<file path="config.mk">
export PLATFORM = sky130hd
export DESIGN_NAME = dacchain_host
export DESIGN_NICKNAME = d
export VERILOG_FILES = /design/src/rtl/dacchain_pkg.sv /design/src/rtl/dacchain_tmr.sv /design/src/rtl/dacchain_sreg.sv /design/src/rtl/dacchain_host.sv
export SDC_FILE = /design/constraint.sdc
export NUM_CORES = 1
export LEC_CHECK = 0
export CELL_PAD_IN_SITES_DETAIL_PLACEMENT = 1
export CELL_PAD_IN_SITES_GLOBAL_PLACEMENT = 1
export CORE_ASPECT_RATIO = 2
export CORE_MARGIN = 4
export CORE_UTILIZATION = 35
export DETAILED_ROUTE_END_ITERATION = 10
export MAX_ROUTING_LAYER = met4
export PLACE_DENSITY_LB_ADDON = 0.25
export SYNTH_ARGS = -nofsm -noshare
export SYNTH_HDL_FRONTEND = slang
export SYNTH_SLANG_ARGS = --single-unit
export TNS_END_PERCENT = 50
</file>
<file path="constraint.sdc">
create_clock -name clk -period 3.2 [get_ports clk]
set_input_delay 0.64 -clock clk [delete_from_list [all_inputs] [get_ports clk]]
set_output_delay 0.64 -clock clk [all_outputs]
set_load 0.02 [all_outputs]
</file>
<file path="src/rtl/dacchain_pkg.sv">
package dacchain_pkg;

    typedef enum logic [2:0] {
        ST_IDLE,
        ST_SETUP,
        ST_HIGH,
        ST_LOW,
        ST_GAP,
        ST_LDWAIT,
        ST_LDPULSE,
        ST_TAIL
    } dc_state_e;

    typedef enum logic {
        UPD_CSRISE = 1'b0,
        UPD_STROBE = 1'b1
    } upd_mode_e;

    typedef struct packed {
        logic cs_n;
        logic sclk;
        logic ldac_n;
    } pins_t;

    function automatic int ns_to_cyc(input int ns, input int per);
        return (ns + per - 1) / per;
    endfunction

    function automatic int imax(input int a, input int b);
        return (a > b) ? a : b;
    endfunction

endpackage

</file>
<file path="src/rtl/dacchain_tmr.sv">
module dacchain_tmr #(
    parameter int W = 8
) (
    input  logic         clk,
    input  logic         rst,
    input  logic         load,
    input  logic [W-1:0] val,
    output logic         zero
);
    logic [W-1:0] cnt_q;

    assign zero = (cnt_q == '0);

    always_ff @(posedge clk) begin
        if (rst)        cnt_q <= '0;
        else if (load)  cnt_q <= val;
        else if (!zero) cnt_q <= cnt_q - 1'b1;
    end
endmodule

</file>
<file path="src/rtl/dacchain_sreg.sv">
module dacchain_sreg #(
    parameter int FRAME_W = 48
) (
    input  logic               clk,
    input  logic               rst,
    input  logic               load,
    input  logic [FRAME_W-1:0] load_val,
    input  logic               tx_shift,
    input  logic               rx_sample,
    input  logic               rx_bit,
    output logic               tx_bit,
    output logic [FRAME_W-1:0] rx_word
);
    logic [FRAME_W-1:0] tx_q;
    logic [FRAME_W-1:0] rx_q;

    assign tx_bit  = tx_q[FRAME_W-1];
    assign rx_word = rx_q;

    always_ff @(posedge clk) begin
        if (rst) begin
            tx_q <= '0;
            rx_q <= '0;
        end else begin
            if (load)          tx_q <= load_val;
            else if (tx_shift) tx_q <= {tx_q[FRAME_W-2:0], 1'b0};
            if (load)           rx_q <= '0;
            else if (rx_sample) rx_q <= {rx_q[FRAME_W-2:0], rx_bit};
        end
    end
endmodule

</file>
<file path="src/rtl/dacchain_host.sv">
module dacchain_host
    import dacchain_pkg::*;
#(
    parameter int NDEV      = 2,
    parameter int CODE_W    = 12,
    parameter int CLK_NS    = 8,
    parameter int DIV_W     = 8,
    parameter int T_HALF_NS = 80,
    parameter int T_CSS_NS  = 50,
    parameter int T_GAP_NS  = 120,
    parameter int T_LDD_NS  = 100,
    parameter int T_LDW_NS  = 60
) (
    input  logic                        clk,
    input  logic                        rst,
    input  logic                        req_valid,
    input  logic                        req_mode,
    input  logic [DIV_W-1:0]            req_half,
    input  logic [NDEV*2*CODE_W-1:0]    req_codes,
    output logic                        busy,
    output logic                        done,
    output logic [NDEV*2*CODE_W-1:0]    rb_data,
    output logic                        cs_n,
    output logic                        sclk,
    output logic                        mosi,
    output logic                        ldac_n,
    input  logic                        miso
);
    localparam int WORD_W  = 2 * CODE_W;
    localparam int FRAME_W = NDEV * WORD_W;
    localparam int BIT_W   = $clog2(FRAME_W + 1);
    localparam int HALF_C  = ns_to_cyc(T_HALF_NS, CLK_NS);
    localparam int CSS_C   = ns_to_cyc(T_CSS_NS, CLK_NS);
    localparam int GAP_C   = ns_to_cyc(T_GAP_NS, CLK_NS);
    localparam int LDD_C   = ns_to_cyc(T_LDD_NS, CLK_NS);
    localparam int LDW_C   = ns_to_cyc(T_LDW_NS, CLK_NS);
    localparam int TAIL_C  = imax(GAP_C - LDD_C - LDW_C, 0);
    localparam int CNT_W   = imax(DIV_W, $clog2(imax(imax(GAP_C, LDD_C),
                                 imax(LDW_C, imax(CSS_C, HALF_C))) + 1));

    localparam logic [CNT_W-1:0] HALF_V = CNT_W'(HALF_C);
    localparam logic [CNT_W-1:0] CSS_V  = CNT_W'(CSS_C);
    localparam logic [CNT_W-1:0] GAP_V  = CNT_W'(GAP_C - 1);
    localparam logic [CNT_W-1:0] LDD_V  = CNT_W'(LDD_C - 1);
    localparam logic [CNT_W-1:0] LDW_V  = CNT_W'(LDW_C - 1);
    localparam logic [CNT_W-1:0] TAIL_V = CNT_W'(imax(TAIL_C - 1, 0));
    localparam logic [BIT_W-1:0] LAST_B = BIT_W'(FRAME_W - 1);

    dc_state_e        st_q, st_d;
    pins_t            pin_q, pin_d;
    logic             busy_q, busy_d, done_q, done_d;
    upd_mode_e        mode_q;
    logic [CNT_W-1:0] half_q, half_eff, setup_len, req_half_w;
    logic [BIT_W-1:0] bit_q, bit_d;
    logic             tmr_load, tmr_zero;
    logic [CNT_W-1:0] tmr_val;
    logic             sr_load, sr_shift, sr_sample, accept;

    assign req_half_w = CNT_W'(req_half);
    assign half_eff   = (req_half_w < HALF_V) ? HALF_V : req_half_w;
    assign setup_len  = (half_eff < CSS_V) ? CSS_V : half_eff;
    assign accept     = (st_q == ST_IDLE) && req_valid;

    dacchain_tmr #(.W(CNT_W)) tmr_i (
        .clk(clk), .rst(rst), .load(tmr_load), .val(tmr_val), .zero(tmr_zero)
    );

    dacchain_sreg #(.FRAME_W(FRAME_W)) sreg_i (
        .clk(clk), .rst(rst), .load(sr_load), .load_val(req_codes),
        .tx_shift(sr_shift), .rx_sample(sr_sample), .rx_bit(miso),
        .tx_bit(mosi), .rx_word(rb_data)
    );

    always_comb begin
        st_d      = st_q;
        pin_d     = pin_q;
        busy_d    = busy_q;
        done_d    = 1'b0;
        bit_d     = bit_q;
        tmr_load  = 1'b0;
        tmr_val   = '0;
        sr_load   = 1'b0;
        sr_shift  = 1'b0;
        sr_sample = 1'b0;
        case (st_q)
            ST_IDLE: if (accept) begin
                st_d         = ST_SETUP;
                pin_d.cs_n   = 1'b0;
                pin_d.ldac_n = req_mode;
                busy_d       = 1'b1;
                bit_d        = '0;
                sr_load      = 1'b1;
                tmr_load     = 1'b1;
                tmr_val      = setup_len - 1'b1;
            end
            ST_SETUP, ST_LOW: if (tmr_zero) begin
                st_d       = ST_HIGH;
                pin_d.sclk = 1'b1;
                sr_sample  = 1'b1;
                tmr_load   = 1'b1;
                tmr_val    = half_q - 1'b1;
            end
            ST_HIGH: if (tmr_zero) begin
                pin_d.sclk = 1'b0;
                tmr_load   = 1'b1;
                if (bit_q == LAST_B) begin
                    pin_d.cs_n = 1'b1;
                    st_d       = (mode_q == UPD_STROBE) ? ST_LDWAIT : ST_GAP;
                    tmr_val    = (mode_q == UPD_STROBE) ? LDD_V : GAP_V;
                end else begin
                    st_d     = ST_LOW;
                    sr_shift = 1'b1;
                    bit_d    = bit_q + 1'b1;
                    tmr_val  = half_q - 1'b1;
                end
            end
            ST_LDWAIT: if (tmr_zero) begin
                st_d         = ST_LDPULSE;
                pin_d.ldac_n = 1'b0;
                tmr_load     = 1'b1;
                tmr_val      = LDW_V;
            end
            ST_LDPULSE: if (tmr_zero) begin
                pin_d.ldac_n = 1'b1;
                if (TAIL_C > 0) begin
                    st_d     = ST_TAIL;
                    tmr_load = 1'b1;
                    tmr_val  = TAIL_V;
                end else begin
                    st_d   = ST_IDLE;
                    busy_d = 1'b0;
                    done_d = 1'b1;
                end
            end
            ST_GAP, ST_TAIL: if (tmr_zero) begin
                st_d         = ST_IDLE;
                pin_d.ldac_n = 1'b1;
                busy_d       = 1'b0;
                done_d       = 1'b1;
            end
            default: st_d = ST_IDLE;
        endcase
    end

    always_ff @(posedge clk) begin
        if (rst) begin
            st_q   <= ST_IDLE;
            pin_q  <= '{cs_n: 1'b1, sclk: 1'b0, ldac_n: 1'b1};
            busy_q <= 1'b0;
            done_q <= 1'b0;
            bit_q  <= '0;
            mode_q <= UPD_CSRISE;
            half_q <= HALF_V;
        end else begin
            st_q   <= st_d;
            pin_q  <= pin_d;
            busy_q <= busy_d;
            done_q <= done_d;
            bit_q  <= bit_d;
            if (accept) begin
                mode_q <= upd_mode_e'(req_mode);
                half_q <= half_eff;
            end
        end
    end

    assign cs_n   = pin_q.cs_n;
    assign sclk   = pin_q.sclk;
    assign ldac_n = pin_q.ldac_n;
    assign busy   = busy_q;
    assign done   = done_q;
endmodule

</file>
Word level (Yosys, flattened, before mapping)
Cells that the tools add are included.
{ "totals": {"reg_bits": 127, "n_memories": 0, "wordCells": 98, "latchBits": 0, "ram_bits": 0, "romBits": 0, "out_inout_bits": 54, "inputBits": 61} }
{ "op_classes": {"mul": 0, "n_eq_ne": 16, "n_shift": 0, "addsub": 4, "order_cmp": 2, "n_bitwise": 1, "mux": 44, "n_reduce_logical": 19, "div": 0} }
{ "ops": {"columns": ["op", "n"], "rows": [
  ["$mux W48", 2],
  ["$mux W8", 8],
  ["$pmux W8 S4", 1],
  ["$sub A8 B1 Y8 const B", 3],
  ["$mux W3", 7],
  ["$mux W6", 3],
  ["$pmux W3 S5", 1],
  ["$mux W1", 14],
  ["$eq A3 B3 Y1 const B", 4],
  ["$pmux W6 S2", 1],
  ["$reduce_and A4 Y1", 3],
  ["$ne A2 B1 Y1 const B", 5],
  ["$logic_not A8 Y1", 1],
  ["$lt A8 B3 Y1 const B", 1],
  ["$lt A8 B4 Y1 const B", 1],
  ["$pmux W1 S2", 4],
  ["$reduce_bool A2 Y1", 4],
  ["$add A6 B1 Y6 const B", 1],
  ["$eq A3 B2 Y1 const B", 2],
  ["$eq A6 B6 Y1 const B", 1],
  ["$ne A2 B2 Y1 const B", 3],
  ["$reduce_and A3 Y1", 2],
  ["$reduce_or A2 Y1", 3],
  ["$reduce_and A5 Y1", 1],
  ["9 further kinds", 10]
]} }

Longest topological paths before layout
{ "depth": {"depth_word": 8, "depth_mapped": 11, "mapped_depth_nobuf": 9} }

Cells and area by module
Synthesis repeated with hierarchy kept, for this count alone.
{ "unflattened": {"hier_cells": 612, "hier_area_um2": 5846.9} }
{ "modules_own_cells": {"columns": ["module", "n_inst", "seq_area_each_um2", "area_per_inst_um2", "cells_each"], "rows": [
  ["dacchain_sreg", 1, 1921.8, 3933.8, 370],
  ["dacchain_host", 1, 460.4, 1433.9, 185],
  ["dacchain_tmr", 1, 160.2, 479.2, 57]
]} }

Worst setup path before layout
Ideal clock, no wire load.
{ "synth_timing": {"kind": "input-to-reg", "startpoint": "input port req_half[5]", "endpoint": "register tmr_i.cnt_q[6]", "setup_ns": 0.116, "t_arrival_ns": 2.740, "required_ns": 3.084, "path_stages": 10, "n_path_buf": 1, "setup_slack_ns": 0.344, "path_cell_list": "clkbuf_1 nor4_1 nand2_1 nand2_1 ha_1 or3b_2 o31a_1 a21oi_1 o221ai_1 o211a_1"} }
{ "synth_between": {"elab_chain_len": 8} }
{ "synth_rtl": {"columns": ["item", "line", "source"], "rows": [
  ["start, declared", "dacchain_host.sv:18", "input logic [DIV_W-1:0] req_half,"],
  ["$lt A8 B4 Y1", "dacchain_host.sv:60", "assign half_eff = (req_half_w < HALF_V) ? HALF_V : req_half_w;"],
  ["$mux W8 *", "dacchain_host.sv:60", null],
  ["$lt A8 B3 Y1", "dacchain_host.sv:61", "assign setup_len = (half_eff < CSS_V) ? CSS_V : half_eff;"],
  ["$mux W8 *", "dacchain_host.sv:61", null],
  ["$sub A8 B1 Y8 *", "dacchain_host.sv:94", "tmr_val = setup_len - 1'b1;"],
  ["$mux W8 *", "dacchain_host.sv:86", "ST_IDLE: if (accept) begin"],
  ["$pmux W8 S4 *", "dacchain_host.sv:85", "case (st_q)"],
  ["$mux W8 *", "dacchain_tmr.sv:16", "else if (load) cnt_q <= val;"],
  ["end signal, assigned", "dacchain_tmr.sv:16", null],
  ["end signal, assigned", "dacchain_tmr.sv:17", "else if (!zero) cnt_q <= cnt_q - 1'b1;"],
  ["end, declared", "dacchain_tmr.sv:10", "logic [W-1:0] cnt_q;"]
]} }
Every way passes the cells marked *; elsewhere a longest branch is shown, timed or not.
A chain may end at the register's enable or synchronous reset.

Worst setup path in the final report
{ "layout_timing": {"startpoint": "input port req_half[7]", "endpoint": "register tmr_i.cnt_q[6]"} }
Same word-level chain as after synthesis.

==> metrics.yaml <==
max_freq_mhz: 362
cp_slowest_cell: "or3b_2"
cp.required_ns: 3.56
antenna_found_initial: 0
register_area_um2: 2540
cp-startpoint: "req_half[7]"
initial_core_util_pct: 35.4
slew_headroom_pct: 43.4
firstDrtPassIters: 4
totalWireLength_um: 15500
synth_seq_cells: 127
reg2reg_from: "tmr_i.cnt_q[0]$_SDFFE_PP0P_"
worst_hold_startpoint: "sreg_i.rx_word[42]$_SDFFE_PP0P_"
setup_viol: 0
synthTopCellsByArea: "dfxtp_1 47%, nand2_1 15%, a21oi_1 6.7%, a31oi_1 5.4%, o21ai_0 5.3%"
finalMaxSlewViolations: 0
synth_area_leader_cell: "dfxtp_1"
path_cells: "clkdlybuf4s50_1, nor4_1, nand2_1, nand2_1, ha_1, or3b_2, nor4_1, a21oi_1, o221ai_1, o211a_1"
dpl.hpwl_um: 10800
drt-wirelength-per-cell_um: 15.3
tritoncts: "built"
finalCritPeriodShare_pct: 86.3
synth_flop_cell: "dfxtp_1"
synth_seq_area_share_pct: 46.9
root_buffer: "clkbuf_16"
port_buffers: 114
arrival_ns: 3.12
core_um2: 15300
finalCoreUtilization_pct: 48.0
post_synth_and_or_nand_nor_area_fraction_pct: 23.6
diodes: 0
vias: 5238
drc: 0
async_flop_share_pct: 0
grt_setup_unrepaired: "false"
grtUsageTotal_pct: 18.7
cts_sinks: 127
place_congestion: 0.862
numCtsBuffers: 17
grt_overflow: 0
die_area_um2: 17700
synthXorXnorAreaFrac_pct: 2.75
cp_slowest_stage_delay_ns: 0.50
grt_pass1_wl_um: 25600
critical_path_class: "in2reg"
synth_compound_gate_area_share_pct: 20.8
worst-slew-pin-transition_ns: 0.840
drv_cap: 0
synth.net_count: 773
start_kind: "primary input"
synth_fa_ha_area_share_pct: 0.923
die_w_um: 96.0
hold_path.class: "reg2reg"
fin_crit_ns: 2.76
p_per_area_nw_per_um2: 616
drive_above_1_share_pct: 7.24
ir_drop_mv: 0.433
multiInputGateArea_um2: 2610
synth_area_um2: 5420
fillCellCount: 1852
grt_max_degree: 73
synth_cell_types: 49
max-clock-path-buffers: 2
area_growth_pct: 35.4
grt_pass1_vias: 5446
worstSkewPairLatency_ns: 0.41
htreeDepth: 4
synth_warnings: 0
crit_family: "simple AND/OR/NAND/NOR gates"
synth_mux_area_share_pct: 0
synth_edf_count: 0
finalHoldViolCount: 0
io-pin-count: 115
postCtsHoldBufs: 0
synth_top_area_share_pct: 46.9
drt_iter0_markers: 176
fp-row-count: 64
cts_resized: 0
ant_nets: 0
p_leak_nw: 2.50
clk_pin_slew_ns: 0.06
nets: 867
die-height_um: 184
finClkSkew_ns: 0.00960
status: "completed"
crit_buf_inv: 1
end_kind: "flip-flop"
post_cts_buffers: 0
cp_max_fo: 4
avgSynthCellArea_um2: 7.66
netlist_instances: 708
vias_per_cell: 5.17
fin_tns_setup_ns: 0
synth_top_family_by_area: "simple AND/OR/NAND/NOR gates"
==> cell type report <==
class	instances	area share, %
clock buffers	18	5.98
flip-flops and latches	127	34.6
inverters	7	0.358
clock inverters	14	2.42
well taps	198	3.38
repair buffers	131	17.6
multi-input cells	518	35.6
==> layer usage <==
| metal | vias to the layer above | routed length (um) | track usage (%) |
|---|---|---|---|
| met4 | 0 | 325 | 6.50 |
| met5 | - | 0 | - |
| met1 | 2480 | 5950 | 18.8 |
| li1 | 2617 | - | - |
| met2 | 117 | 8600 | 34.5 |
| met3 | 24 | 580 | 4.01 |
==> flip-flops by register name (all words and copies together) (netlist names) <==
register	cells
done	1
st_q	3
mode_q	1
busy	1
half_q	8
cs_n	1
ldac_n	1
tmr_i.cnt_q	8
sreg_i.rx_word	48
sclk	1
bit_q	6
sreg_i.tx_q	48
==> logic make-up (layout without fill, tap and decap cells) <==
family	after synthesis	in the layout
DFF	127	127
xor gates and xnor gates	17	17
AOI/OAI and AO/OA	199	199
and+or+nand+nor	298	298
adders and majority gates	4	4
buffers and inverters	63	170
==> report_power, final <==
part / internal [mW] / switching, mW / total, mW / leakage [nW]
logic: 0.287 / 0.416 / 0.703 / 1.16
registers: 1.70 / 0.0907 / 1.80 / 1.04
clock network: 1.26 / 0.761 / 2.02 / 0.302
total: 3.25 / 1.27 / 4.52 / 2.50
==> final timing paths <==
kind	depth (start not counted)	slack [ns]	endpoint
max	10	0.44	tmr_i.cnt_q[6]$_SDFFE_PP0P_
max reg2reg	7	0.53	tmr_i.cnt_q[1]$_SDFFE_PP0P_
min reg2reg	2	0.46	sreg_i.rx_word[43]$_SDFFE_PP0P_
min	2	0.46	sreg_i.rx_word[43]$_SDFFE_PP0P_
==> stage by stage <==
stage               cells  hold WS (ns)  power [mW]  setup WS (ns)  instance area, um2
floorplan             708         0.446        2.29          0.344                5420
global placement      981         0.446        2.51          0.142                6720
detailed placement    981         0.457        2.53         0.0406                6720
CTS                  1013         0.465        4.58          0.465                7340
global route         1013         0.488        4.72          0.240                7340
finish               1013         0.464        4.52          0.440                7340
==> worst reg2reg max path, cell delays in order (launching register included) <==
cell      delay, ns
dfxtp_1        0.33
inv_1          0.06
ha_1           0.20
or4b_1         0.65
nor2_4         0.29
o21ai_0        0.36
or2_2          0.41
a221oi_1       0.28
==> cell usage in the layout, fill, tap and decap left out, types with 3 or more instances in the layout <==
| cell type | instances |
|---|---|
| nand2b_1 | 3 |
| nand3_1 | 6 |
| inv_6 | 5 |
| nand2_1 | 222 |
| a211oi_1 | 3 |
| clkinv_4 | 3 |
| clkdlybuf4s50_1 | 114 |
| xor2_1 | 8 |
| ha_1 | 4 |
| a31oi_1 | 47 |
| nor4_1 | 6 |
| inv_1 | 7 |
| buf_4 | 15 |
| o31ai_1 | 5 |
| o21ai_0 | 57 |
| dfxtp_1 | 127 |
| clkbuf_16 | 17 |
| xnor2_1 | 9 |
| bufinv_16 | 3 |
| nor2_1 | 21 |
| a21oi_1 | 73 |
| or4_1 | 3 |
| nor3_1 | 12 |
| or3_1 | 5 |
==> Yosys cell counts, types with 3 or more instances <==
cell type / instances
buf_2: 11
a211oi_1: 3
o31ai_1: 5
dfxtp_1: 127
clkbuf_1: 40
o21ai_0: 57
nor3_1: 12
nor2_1: 21
ha_1: 4
xor2_1: 8
a21oi_1: 73
inv_1: 7
xnor2_1: 9
nand2_1: 223
nand2b_1: 3
a31oi_1: 47
nand3_1: 6
nor4_1: 6
or3_1: 5
or4_1: 3
(Power assumes the default switching activity.)
